`config.mk`:
```
export PLATFORM = sky130hd
export DESIGN_NAME = isa_sizer
export DESIGN_NICKNAME = d
export VERILOG_FILES = /design/src/rtl/isa_sizer_pkg.sv /design/src/rtl/isa_busclk_gen.sv /design/src/rtl/isa_cmd_decode.sv /design/src/rtl/isa_lane_steer.sv /design/src/rtl/isa_cycle_fsm.sv /design/src/rtl/isa_sizer.sv
export SDC_FILE = /design/constraint.sdc
export NUM_CORES = 1
export LEC_CHECK = 0
export BUFFER_PORTS_ARGS = -buffer_cell sky130_fd_sc_hd__buf_2
export CAP_MARGIN = 20
export CORE_AREA = 8 8 86 88
export DETAILED_ROUTE_END_ITERATION = 6
export DIE_AREA = 0 0 94 96
export MAX_ROUTING_LAYER = met4
export PLACE_DENSITY = 0.74
export SLEW_MARGIN = 0
export SYNTH_ARGS = -nofsm -noshare
export SYNTH_HDL_FRONTEND = slang
export SYNTH_SLANG_ARGS = --single-unit
```
`constraint.sdc`:
```
create_clock -name clk -period 1.8 [get_ports clk]
set_input_delay 0.27 -clock clk [delete_from_list [all_inputs] [get_ports clk]]
set_output_delay 0.27 -clock clk [all_outputs]
set_load 0.01 [all_outputs]
```
`src/rtl/isa_sizer_pkg.sv`:
```
// Shared types for the bus sizing controller.
// Assumes: one phase encoding shared by the cycle sequencer and the checker.
package isa_sizer_pkg;
    typedef enum logic [2:0] {
        PH_IDLE = 3'd0,
        PH_WAIT = 3'd1,
        PH_ADDR = 3'd2,
        PH_CMD  = 3'd3,
        PH_GAP  = 3'd4
    } phase_t;
endpackage

```
`src/rtl/isa_busclk_gen.sv`:
```
// Bus clock generator: divides clk into a 50 percent duty bus clock.
// It also gives a one-cycle tick in the clock before each rising edge of the bus clock.
// Assumes: HALF_DIV >= 1.
module isa_busclk_gen #(
    parameter int HALF_DIV = 2
) (
    input  logic clk,
    input  logic rst_n,
    output logic bclk,
    output logic tick
);
    localparam int PERIOD = 2 * HALF_DIV;
    localparam int CW     = $clog2(PERIOD);

    logic [CW-1:0] cnt;

    // Free-running phase counter over one bus clock period.
    always_ff @(posedge clk) begin
        if (!rst_n) begin
            cnt <= '0;
        end else if (cnt == CW'(PERIOD - 1)) begin
            cnt <= '0;
        end else begin
            cnt <= cnt + 1'b1;
        end
    end

    assign tick = (cnt == CW'(PERIOD - 1));
    assign bclk = (cnt < CW'(HALF_DIV));
endmodule

```
`src/rtl/isa_cmd_decode.sv`:
```
// Command strobe decoder: turns the kind of the held request into one active-low strobe.
// Output order: [3] memory read, [2] memory write, [1] IO read, [0] IO write.
// Assumes: cmd_on is high only during the command phase.
module isa_cmd_decode (
    input  logic       cmd_on,
    input  logic       wr,
    input  logic       io,
    output logic [3:0] strobe_n
);
    // One comparator per strobe, selected by {io, wr}.
    for (genvar i = 0; i < 4; i++) begin : g_strobe
        assign strobe_n[3-i] = ~(cmd_on && ({io, wr} == 2'(i)));
    end
endmodule

```
`src/rtl/isa_lane_steer.sv`:
```
// Byte lane steering for split and whole transfers.
// Write side: the whole word on the first transfer, the high byte moved to the low lanes on the second.
// Read side: works out the next value of the assembled read word when a capture happens.
// Assumes: `wide` is settled before the first capture of an access.
module isa_lane_steer #(
    parameter  int BYTE_W = 8,
    localparam int DW     = 2 * BYTE_W
) (
    input  logic [DW-1:0] wdata,
    input  logic          second,
    input  logic          wide,
    input  logic          capture,
    input  logic [DW-1:0] lanes_in,
    input  logic [DW-1:0] rd_cur,
    output logic [DW-1:0] lanes_out,
    output logic [DW-1:0] rd_next
);
    // Write lane selection: swap the high byte down on the second transfer.
    always_comb begin
        if (second) begin
            lanes_out = {{BYTE_W{1'b0}}, wdata[DW-1:BYTE_W]};
        end else begin
            lanes_out = wdata;
        end
    end

    // Read assembly: place the sampled lanes into the word being built.
    always_comb begin
        if (!capture) begin
            rd_next = rd_cur;
        end else if (second) begin
            rd_next = {lanes_in[BYTE_W-1:0], rd_cur[BYTE_W-1:0]};
        end else if (wide) begin
            rd_next = lanes_in;
        end else begin
            rd_next = {rd_cur[DW-1:BYTE_W], lanes_in[BYTE_W-1:0]};
        end
    end
endmodule

```
`src/rtl/isa_cycle_fsm.sv`:
```
// Transfer sequencer: holds one request and steps each transfer through the
// address, command and idle-gap phases on bus clock ticks. It splits the access
// when the target did not claim 16-bit width during the first address phase.
// Assumes: req is taken only in the idle phase; CMD_CLKS >= 1.
module isa_cycle_fsm
    import isa_sizer_pkg::*;
#(
    parameter  int ADDR_W   = 20,
    parameter  int BYTE_W   = 8,
    parameter  int CMD_CLKS = 3,
    localparam int DW       = 2 * BYTE_W
) (
    input  logic              clk,
    input  logic              rst_n,
    input  logic              tick,
    input  logic              req,
    input  logic              req_wr,
    input  logic              req_io,
    input  logic [ADDR_W-2:0] req_waddr,
    input  logic [DW-1:0]     req_wdata,
    input  logic              wide_ack_n,
    input  logic [DW-1:0]     lanes_in,
    output logic              ale,
    output logic [ADDR_W-1:0] addr_out,
    output logic              hi_lane_n,
    output logic              cmd_on,
    output logic              drive_en,
    output logic              kind_wr,
    output logic              kind_io,
    output logic [DW-1:0]     lanes_out,
    output logic [DW-1:0]     rdata,
    output logic              done
);
    localparam int CCW = (CMD_CLKS > 1) ? $clog2(CMD_CLKS) : 1;

    phase_t            phase;
    logic              second;
    logic              wide;
    logic [CCW-1:0]    cnt;
    logic [ADDR_W-2:0] waddr_q;
    logic [DW-1:0]     wdata_q;
    logic              wr_q;
    logic              io_q;
    logic              last_cmd;
    logic              capture;
    logic [DW-1:0]     rd_next;

    assign last_cmd = (cnt == CCW'(CMD_CLKS - 1));
    assign capture  = (phase == PH_CMD) && tick && last_cmd && !wr_q;

    isa_lane_steer #(.BYTE_W(BYTE_W)) u_steer (
        .wdata     (wdata_q),
        .second    (second),
        .wide      (wide),
        .capture   (capture),
        .lanes_in  (lanes_in),
        .rd_cur    (rdata),
        .lanes_out (lanes_out),
        .rd_next   (rd_next)
    );

    // Phase sequencing, request capture, width sampling and read assembly.
    always_ff @(posedge clk) begin
        if (!rst_n) begin
            phase   <= PH_IDLE;
            second  <= 1'b0;
            wide    <= 1'b1;
            cnt     <= '0;
            waddr_q <= '0;
            wdata_q <= '0;
            wr_q    <= 1'b0;
            io_q    <= 1'b0;
            rdata   <= '0;
            done    <= 1'b0;
        end else begin
            done  <= 1'b0;
            rdata <= rd_next;
            case (phase)
                PH_IDLE: begin
                    if (req) begin
                        waddr_q <= req_waddr;
                        wdata_q <= req_wdata;
                        wr_q    <= req_wr;
                        io_q    <= req_io;
                        second  <= 1'b0;
                        phase   <= PH_WAIT;
                    end
                end
                PH_WAIT: begin
                    if (tick) begin
                        phase <= PH_ADDR;
                    end
                end
                PH_ADDR: begin
                    if (tick) begin
                        if (!second) begin
                            wide <= !wide_ack_n;
                        end
                        cnt   <= '0;
                        phase <= PH_CMD;
                    end
                end
                PH_CMD: begin
                    if (tick) begin
                        if (last_cmd) begin
                            phase <= PH_GAP;
                        end else begin
                            cnt <= cnt + 1'b1;
                        end
                    end
                end
                PH_GAP: begin
                    if (tick) begin
                        if (!wide && !second) begin
                            second <= 1'b1;
                            phase  <= PH_ADDR;
                        end else begin
                            done  <= 1'b1;
                            phase <= PH_IDLE;
                        end
                    end
                end
                default: phase <= PH_IDLE;
            endcase
        end
    end

    // Bus-side outputs decoded from the current phase.
    always_comb begin
        ale       = (phase == PH_ADDR) && !second;
        addr_out  = {waddr_q, second};
        hi_lane_n = !(((phase == PH_ADDR) || (phase == PH_CMD) || (phase == PH_GAP)) && !second);
        cmd_on    = (phase == PH_CMD);
        drive_en  = (phase == PH_CMD) && wr_q;
        kind_wr   = wr_q;
        kind_io   = io_q;
    end
endmodule

```
`src/rtl/isa_sizer.sv`:
```
// Bus sizing cycle controller top. It joins the bus clock generator, the transfer
// sequencer and the strobe decoder. The address latch enable output is
// the internal latch pulse ORed with the hold acknowledge.
// Assumes: the target holds wide_ack_n steady through the first address phase.
module isa_sizer #(
    parameter  int ADDR_W   = 20,
    parameter  int BYTE_W   = 8,
    parameter  int CMD_CLKS = 3,
    parameter  int HALF_DIV = 2,
    localparam int DW       = 2 * BYTE_W
) (
    input  logic              clk,
    input  logic              rst_n,
    input  logic              req,
    input  logic              req_wr,
    input  logic              req_io,
    input  logic [ADDR_W-2:0] req_waddr,
    input  logic [DW-1:0]     req_wdata,
    output logic [DW-1:0]     rdata,
    output logic              done,
    output logic              bclk,
    output logic              addr_latch,
    output logic [ADDR_W-1:0] bus_addr,
    output logic              hi_lane_n,
    output logic [DW-1:0]     lane_out,
    output logic              lane_oe,
    input  logic [DW-1:0]     lane_in,
    input  logic              wide_ack_n,
    input  logic              hold_ack,
    output logic              mem_rd_n,
    output logic              mem_wr_n,
    output logic              io_rd_n,
    output logic              io_wr_n
);
    logic       tick;
    logic       ale;
    logic       cmd_on;
    logic       kind_wr;
    logic       kind_io;
    logic [3:0] strobe_n;

    isa_busclk_gen #(.HALF_DIV(HALF_DIV)) u_clk (
        .clk   (clk),
        .rst_n (rst_n),
        .bclk  (bclk),
        .tick  (tick)
    );

    isa_cycle_fsm #(
        .ADDR_W   (ADDR_W),
        .BYTE_W   (BYTE_W),
        .CMD_CLKS (CMD_CLKS)
    ) u_fsm (
        .clk        (clk),
        .rst_n      (rst_n),
        .tick       (tick),
        .req        (req),
        .req_wr     (req_wr),
        .req_io     (req_io),
        .req_waddr  (req_waddr),
        .req_wdata  (req_wdata),
        .wide_ack_n (wide_ack_n),
        .lanes_in   (lane_in),
        .ale        (ale),
        .addr_out   (bus_addr),
        .hi_lane_n  (hi_lane_n),
        .cmd_on     (cmd_on),
        .drive_en   (lane_oe),
        .kind_wr    (kind_wr),
        .kind_io    (kind_io),
        .lanes_out  (lane_out),
        .rdata      (rdata),
        .done       (done)
    );

    isa_cmd_decode u_dec (
        .cmd_on   (cmd_on),
        .wr       (kind_wr),
        .io       (kind_io),
        .strobe_n (strobe_n)
    );

    assign addr_latch = ale | hold_ack;
    assign mem_rd_n   = strobe_n[3];
    assign mem_wr_n   = strobe_n[2];
    assign io_rd_n    = strobe_n[1];
    assign io_wr_n    = strobe_n[0];
endmodule

```
Word level (Yosys, flattened, before mapping). Index checks and enable logic that the tools add are counted.

Register bits after elaboration: 63. Bits in latches: 0. RAM bits: 0. Memory bits (read-only): 0. Input port bits: 58. Output and inout port bits: 61. Memories: 0.

Add/subtract/negate cells: 2. Multiply operators: 0. Div/mod/pow operators: 0. $lt $le $gt $ge: 1. Equal/unequal tests: 17. Shifts and indexed selects: 0. Multiplexer cells: 20. Bitwise gates (word level): 7. Reduce and logical (&&, ||, !) cells: 32.

Operators with widths (count): $mux 16 (3); $mux 3 (6); $pmux 3 s5 (1); $logic_and 1x1->1 (11); $eq 2x2->1 const B (4); $mux 2 (4); $ne 2x1->1 const B (4); $ne 2x2->1 const B (4); $reduce_and 4->1 (2); $eq 3x2->1 const B (2); $not 1->1 (6); $reduce_and 2->1 (3); $reduce_and 3->1 (2); $reduce_and 6->1 (1); $reduce_bool 2->1 (3); $logic_not 1->1 (5); $add 2x1->2 const B (2); $mux 1 (4); $pmux 2 s2 (1); $eq 3x1->1 const B (1); $eq 3x3->1 const B (1); $logic_not 3->1 (1); $eq 2x1->1 const B (1); $logic_not 2->1 (1); 5 further kinds (6).

Longest topological paths before layout. Gate-level depths: netlist of the first run.

Depth after elaboration: 5. Gate-level depth with buffers: 7. Depth with buffers taken out: 5.

Hierarchy. A second synthesis of the first run with hierarchy kept.

Cells, all modules: 313. Area, all modules: 2845.2 µm².

Modules (own cells, without submodules): isa_cycle_fsm (times used 1, cells an instance 253, area an instance 2203.4 µm², sequential area each 1221.2 µm²); isa_lane_steer (times used 1, cells an instance 49, area an instance 529.3 µm², sequential area each 0.0 µm²); isa_busclk_gen (times used 1, cells an instance 6, area an instance 77.6 µm², sequential area each 40.0 µm²); isa_cmd_decode (times used 1, cells an instance 4, area an instance 28.8 µm², sequential area each 0.0 µm²); isa_sizer (times used 1, cells an instance 1, area an instance 6.3 µm², sequential area each 0.0 µm²).

Least setup slack after synthesis of the first run. No wires, ideal clock.

Path kind: register to register. Start point: reg u_fsm.cnt[0]. End point: reg u_fsm.rdata[10]. Arrival time: 1.415 ns. Data required time: 1.684 ns. Setup slack: 0.268 ns. Stages on the path, launching flop included: 8. Path buffers: 2. Clock period less this slack: 1.532 ns. Path through: dfxtp_1 inv_1 ha_1 o211a_1 buf_2 and2_1 clkbuf_1 o211a_1.

Cells in the longest elaborated chain, start to end: 4.

RTL lines: start, declared (line isa_cycle_fsm.sv:39) `logic [CCW-1:0] cnt;`; start signal, assigned (line isa_cycle_fsm.sv:108) `cnt <= cnt + 1'b1;`; $eq 2x2->1 (line isa_cycle_fsm.sv:48) `assign last_cmd = (cnt == CCW'(CMD_CLKS - 1));`; $logic_and 1x1->1 (2 in a row) (line isa_cycle_fsm.sv:49) `assign capture = (phase == PH_CMD) && tick && last_cmd && !wr_q;`; $reduce_and 2->1 (no source line); end signal, assigned (line isa_cycle_fsm.sv:77) `rdata <= rd_next;`; end, declared (line isa_cycle_fsm.sv:31) `output logic [DW-1:0] rdata,`.

Every way passes these cells. A chain may end at the register's enable or synchronous reset.

Final worst setup path of the first run.
Start point: reg u_fsm.phase[2]. End point: out hi_lane_n.

Cells in the longest elaborated chain, start to end: 5.

RTL lines: start, declared (line isa_cycle_fsm.sv:36) `phase_t phase;`; start signal, assigned (line isa_cycle_fsm.sv:65) `phase <= PH_IDLE;`; start signal, assigned (line isa_cycle_fsm.sv:86) `phase <= PH_WAIT;`; start signal, assigned (line isa_cycle_fsm.sv:91) `phase <= PH_ADDR;`; $eq 3x2->1 (line isa_cycle_fsm.sv:132) `hi_lane_n = !(((phase == PH_ADDR) || (phase == PH_CMD) || (phase == PH_GAP)) && !second);`; $logic_or 1x1->1 (line isa_cycle_fsm.sv:132); $logic_or 1x1->1 * (line isa_cycle_fsm.sv:132); $logic_and 1x1->1 * (line isa_cycle_fsm.sv:132); $logic_not 1->1 * (line isa_cycle_fsm.sv:132); end, declared (line isa_sizer.sv:24) `output logic hi_lane_n,`.

Mark *: on every way between the ends. The rest lies on a longest branch, timed or not.

==> impl_metrics.ini, run 1 <==
[synth]
ys_warn_count = 0
synth_seq_cells = 63
synthArstFlopShare_pct = 0
synth_common_cells = 96 x nand2_1, 63 x dfxtp_1, 38 x a21oi_1, 16 x mux2i_1, 12 x clkbuf_1
ys_seq_area_share_pct = 45.8
synth_most_common_cell = nand2_1
synth_flop_cell = dfxtp_1
yosysTopAreaCellShare_pct = 45.8
synth_area_um2 = 2750
synth.distinct_cells = 38
synth_area_leader_cell = dfxtp_1
synthTopCellsByArea = dfxtp_1 46%, nand2_1 13%, a21oi_1 6.9%, mux2i_1 5.8%, o211a_1 3.3%
syn_inst = 325
synth_edf_count = 0
avgSynthCellArea_um2 = 8.47
syn_nets = 385

[sta]
finClkSkew_ps = 5.96
report.final.slew_viol_count = 0
worstMarginPinSlew_ps = 449
fin_crit_ps = 1720
max_freq_mhz = 583
slew_headroom_pct = 70.0
setup_ws_ps = 84.8
fin_crit_sh_pct = 95.3
hold_violations = 0
setup_viol = 0
rsz0062_at_grt = false
fin_setup_tns_ps = 0

[power]
power_switching_uw = 802
p_seq_share_pct = 45.2
power.density_nw_per_um2 = 902
power_leakage_uw = 0.00178
power_frac_clock_pct = 42.1
combPwrFrac_pct = 12.7
p_int_uw = 2500
irDropWorstVdd_mv = 0.569
swShare_pct = 24.3

[global_routing]
track_usage_pct = 16.7
antenna_found_initial = 0
grt_pass1_wl_um = 11500
first_global_vias = 2524
grt_max_degree = 39
grt_overflow_total = 0

[clock_network]
htreeDepth = 3
numCtsBuffers = 9
hold_buffers = 0
post_cts_buffers = 0
clk_latency_ps = 330
cts_tree = done
clockBufferDepth = 2
cts_root_buffer = clkbuf_8
cts_sinks = 63
clk_pin_slew_ps = 70
post_cts_resized = 1

[min_path]
hold_class = in -> reg
holdPathStages = 3
hold_path_end = u_fsm.waddr_q[11]$_SDFFE_PN0P_
holdCritStartpoint = req_waddr[11]

[route]
first_pass_iters = 4
ant_nets = 0
via_per_inst = 5.04
drtIter0Drc = 121
via_count = 2615
wl_per_cell_um = 14.4
route.detailed.drc = 0
totalWireLength_um = 7490

[floorplan]
die_y_um = 96
core-area_um2 = 6100
initial_core_util_pct = 45.2
rows = 29
dieArea_um2 = 9020
num_io_pins = 119
die_w_um = 94

[cells_and_area]
n_fill_cell = 556
area_growth_pct = 33.0
num_antenna_cells = 0
layout.nets = 497
layout-drive-gt1-share_pct = 36.0

[setup_path]
start_kind = flip-flop
arrival_ps = 1450
crit_type = reg -> out
path_max_fanout = 7
reg2reg_depth = 4
r2r-start = u_clk.cnt[1]$_SDFF_PP0_
crit_required_ps = 1530
r2r_setup_slack_ps = 190
worstReg2RegEnd = u_fsm.cnt[1]$_SDFFE_PN0P_
endpoint_kind = output pin

[placement]
gp_congestion = 0.783
portBuffers = 118
hpwl_um = 5480
dp_slack_ps = 209

[run]
maxCapViolCount = 0

[run_status]
outcome = complete, no violations
==> metal layers <==
metal | global-route usage, % | wire [um] | part of all wire, %
met1 | 18.6 | 3220 | 43
met5 | - | 0 | 0
met2 | 27.8 | 3810 | 51
met4 | 8.72 | 182 | 2.4
met3 | 3.28 | 270 | 3.6
==> cell families (layout without fill, tap and decap cells) <==
family	count (synthesis)	count (layout)	share of synthesized area (%)
and+or+nand+nor	146	146	25.6
AOI/OAI and AO/OA	58	58	13.0
DFF	63	63	45.8
adders and majority gates	2	2	0.909
buffers and inverters	32	149	5.59
muxes	24	24	9.09
==> sequential cells by signal (all words and copies together), names as in the netlist <==
signal,flops
u_fsm.waddr_q,19
u_fsm.rdata,16
u_fsm.wdata_q,16
u_fsm.phase,3
u_clk.cnt,2
u_fsm.cnt,2
u_fsm.done,1
u_fsm.kind_io,1
u_fsm.kind_wr,1
u_fsm.second,1
u_fsm.wide,1
==> power groups by stage <==
stage                     Combinational [uW]  Clock, uW  Sequential [uW]
after floorplan                          234          0             1530
after global placement                   420          0             1520
after detailed placement                 423          0             1520
after CTS                                425       1410             1490
after global routing                     462       1470             1500
final                                    421       1390             1490
==> critical path, stage by stage (launching register included) <==
cell	delay (ps)
dfxtp_2	370
buf_4	170
nor2b_4	120
a21oi_1	40
or2_2	260
buf_2	150
==> layout by cell type (no fill, tap or decap), drive strengths merged, types with 3 or more instances in the layout <==
cell    instances
a21oi          38
a31oi           3
buf           128
clkbuf         13
dfxtp          63
inv             5
mux2            8
mux2i          16
nand2          96
nand2b          3
nand3          11
nor2            6
nor2b          11
o211a           9
or4b            3
==> layout make-up <==
type	instances	area, um^2	area share [%]
Clock buffer	13	159	4.34
Clock inverter	3	65.1	1.78
Inverter	5	18.8	0.513
Multi-Input combinational cell	230	1350	37.0
Sequential cell	63	1260	34.5
Tap cell	77	96.3	2.63
Timing Repair Buffer	128	703	19.2
==> how the worst max path moves through the flow <==
stage	startpoint	endpoint	slack, ps	cells past startpoint
4_1_cts	u_fsm.phase[1]$_SDFFE_PN0P_	hi_lane_n	0.2	4
5_1_grt	u_fsm.phase[0]$_SDFFE_PN0P_	hi_lane_n	10	4
6_report	u_fsm.phase[2]$_SDFFE_PN0P_	hi_lane_n	80	5
2_1_floorplan	u_fsm.cnt[0]$_SDFFE_PN0P_	u_fsm.rdata[10]$_SDFFE_PN0P_	270	7
3_3_place_gp	u_clk.cnt[0]$_SDFF_PP0_	u_fsm.cnt[1]$_SDFFE_PN0P_	250	4
3_5_place_dp	u_clk.cnt[1]$_SDFF_PP0_	u_fsm.cnt[0]$_SDFFE_PN0P_	210	4
==> stage by stage <==
| stage | total power (uW) | instances | cell area [um^2] | hold WS [ps] | util (%) |
|---|---|---|---|---|---|
| detailed placement | 1950 | 503 | 3430 | 425 | 56.2 |
| floorplan | 1760 | 325 | 2750 | 406 | - |
| finish | 3300 | 519 | 3660 | 166 | 60.0 |
| global placement | 1940 | 503 | 3430 | 417 | 56.2 |
| CTS | 3330 | 519 | 3650 | 152 | 59.9 |
| global route | 3430 | 519 | 3660 | 163 | 60.0 |
Note: power is estimated with default switching activity, not from simulation.
==> inputs of run 2 (changes only) <==
--- a/config.mk
+++ b/config.mk
@@ -12,6 +12,7 @@
 export DIE_AREA = 0 0 94 96
 export MAX_ROUTING_LAYER = met4
 export PLACE_DENSITY = 0.74
+export SETUP_SLACK_MARGIN = 0.4
 export SLEW_MARGIN = 0
 export SYNTH_ARGS = -nofsm -noshare
 export SYNTH_HDL_FRONTEND = slang
==> impl_metrics.ini, run 2 (same netlist as run 1, synthesis figures left out) <==
[global_routing]
grt_pass1_wl_um = 12500
track_usage_pct = 17.7
first_global_vias = 2674
antenna_found_initial = 1
grt_max_degree = 40
grt_overflow_total = 0

[cells_and_area]
top_register = u_fsm.waddr_q
largest_reg_flops = 19
largestRegisters = u_fsm.waddr_q (19), u_fsm.rdata (16), u_fsm.wdata_q (16)
most-common-layout-cells = 105 x buf_2, 57 x dfxtp_1, 42 x nand2_1, 39 x nand2_4, 32 x a21oi_2
final_common_cell = buf_2
area_growth_pct = 76.4
layout-drive-gt1-share_pct = 63.1
layout.nets = 540

[placement]
portBuffers = 118
dp_slack_ps = 247
gp_congestion = 0.815
hpwl_um = 5370

[floorplan]
num_io_pins = 119
die_w_um = 94
rows = 29
core-area_um2 = 6100
initial_core_util_pct = 45.2
dieArea_um2 = 9020
die_y_um = 96

[power]
irDropWorstVdd_mv = 0.641
power.density_nw_per_um2 = 740
power_leakage_uw = 0.00238

[min_path]
holdPathStages = 3
hold_class = in -> reg
holdCritStartpoint = req_wdata[0]
hold_path_end = u_fsm.wdata_q[0]$_SDFFE_PN0P_

[clock_network]
cts_tree = done
cts_sinks = 63
clk_latency_ps = 350
numCtsBuffers = 9
clockBufferDepth = 2
hold_buffers = 0
clk_pin_slew_ps = 80
cts_root_buffer = clkbuf_8
htreeDepth = 3

[run]
maxCapViolCount = 0

[run_status]
outcome = complete, no violations

[setup_path]
max_stage_delay_ps = 500
crit_type = reg -> reg
arrival_ps = 2000
critPathSlowestCell = or4b_4
endpoint_kind = flip-flop
crit_chain = buf_6 > buf_4 > buf_6 > nand3b_4 > or4b_4 > a31oi_1
r2r-start = u_fsm.phase[2]$_SDFFE_PN0P_
crit_required_ps = 2050
worstReg2RegEnd = u_fsm.cnt[0]$_SDFFE_PN0P_
r2r_setup_slack_ps = 50
crit_top_cell = buf_6
start_kind = flip-flop
path_max_fanout = 4
reg2reg_depth = 6

[sta]
rsz0062_at_grt = true
setup_viol = 0
worstMarginPinSlew_ps = 619
max_freq_mhz = 571
fin_setup_tns_ps = 0
report.final.slew_viol_count = 0
slew_headroom_pct = 58.7
finClkSkew_ps = 6.31
hold_violations = 0
setup_ws_ps = 50.0
fin_crit_sh_pct = 97.2
fin_crit_ps = 1750

[route]
ant_nets = 0
via_count = 3148
totalWireLength_um = 12000
via_per_inst = 5.59
wl_per_cell_um = 21.3
route.detailed.drc = 0
first_pass_iters = 7
drtIter0Drc = 380
## run 2: worst max-delay path by stage
stage / end / cells after the start / slack [ps] / from
after floorplan: u_fsm.rdata[10]$_SDFFE_PN0P_ / 7 / 370 / u_fsm.cnt[0]$_SDFFE_PN0P_
after global placement: hi_lane_n / 4 / 270 / u_fsm.phase[1]$_SDFFE_PN0P_
after detailed placement: u_fsm.cnt[0]$_SDFFE_PN0P_ / 4 / 250 / u_fsm.phase[1]$_SDFFE_PN0P_
after CTS: hi_lane_n / 5 / 100 / u_fsm.phase[0]$_SDFFE_PN0P_
after global routing: u_fsm.cnt[0]$_SDFFE_PN0P_ / 6 / 30 / u_fsm.phase[2]$_SDFFE_PN0P_
final: u_fsm.cnt[0]$_SDFFE_PN0P_ / 6 / 50 / u_fsm.phase[2]$_SDFFE_PN0P_
## run 2: timing repair
| item | in CTS | in global routing |
|---|---|---|
| setup buffers | 16 | 14 |
| endpoints found under the hold margin | 0 | 0 |
| pin swaps | 6 | 69 |
| endpoints found under the setup margin | 75 | 79 |
| gates resized for setup | 52 | 146 |
| cloned | 0 | 11 |
## run 2: metrics by stage
stage | power [uW] | hold slack [ps] | utilization, % | cells | cell area [um^2]
5_1_grt | 3690 | 160 | 79.6 | 563 | 4850
4_1_cts | 3230 | 158 | 65.6 | 537 | 4000
3_3_place_gp | 1940 | 420 | 56.7 | 505 | 3450
3_5_place_dp | 1950 | 431 | 56.7 | 505 | 3450
6_report | 3590 | 153 | 79.6 | 563 | 4850
2_1_floorplan | 1770 | 406 | - | 325 | 2800
## run 2: final cells by class
class	instances	area, um^2
flip-flops and latches	63	1280
clock buffers	11	141
repair buffers	171	1330
well taps	77	96.3
fillers	358	1240
multi-input cells	230	1930
clock inverters	5	57.6
inverters	5	18.8
diodes	1	2.50
## run 2: power breakdown
| part | switching, uW | total, uW | internal [uW] |
|---|---|---|---|
| combinational | 412 | 815 | 402 |
| sequential | 65.1 | 1520 | 1450 |
| clock | 581 | 1260 | 675 |
| total | 1060 | 3590 | 2530 |
## run 2: per-layer routing
layer / vias to the layer above / share of wire, % / global-route usage, %
met4: 0 / 4.3 / 6.74
met5: - / 0 / -
met2: 188 / 52 / 29.3
li1: 1407 / - / -
met3: 44 / 7.0 / 4.60
met1: 1509 / 37 / 20.1
## run 2: critical path: cells and delay by family, from the launching register on
| kind | cells | cell delay [ps] |
|---|---|---|
| buffers and inverters | 3 | 360 |
| flip-flops | 1 | 360 |
| AND/OR/NAND/NOR | 2 | 670 |
| AO/OA/AOI/OAI | 1 | 260 |
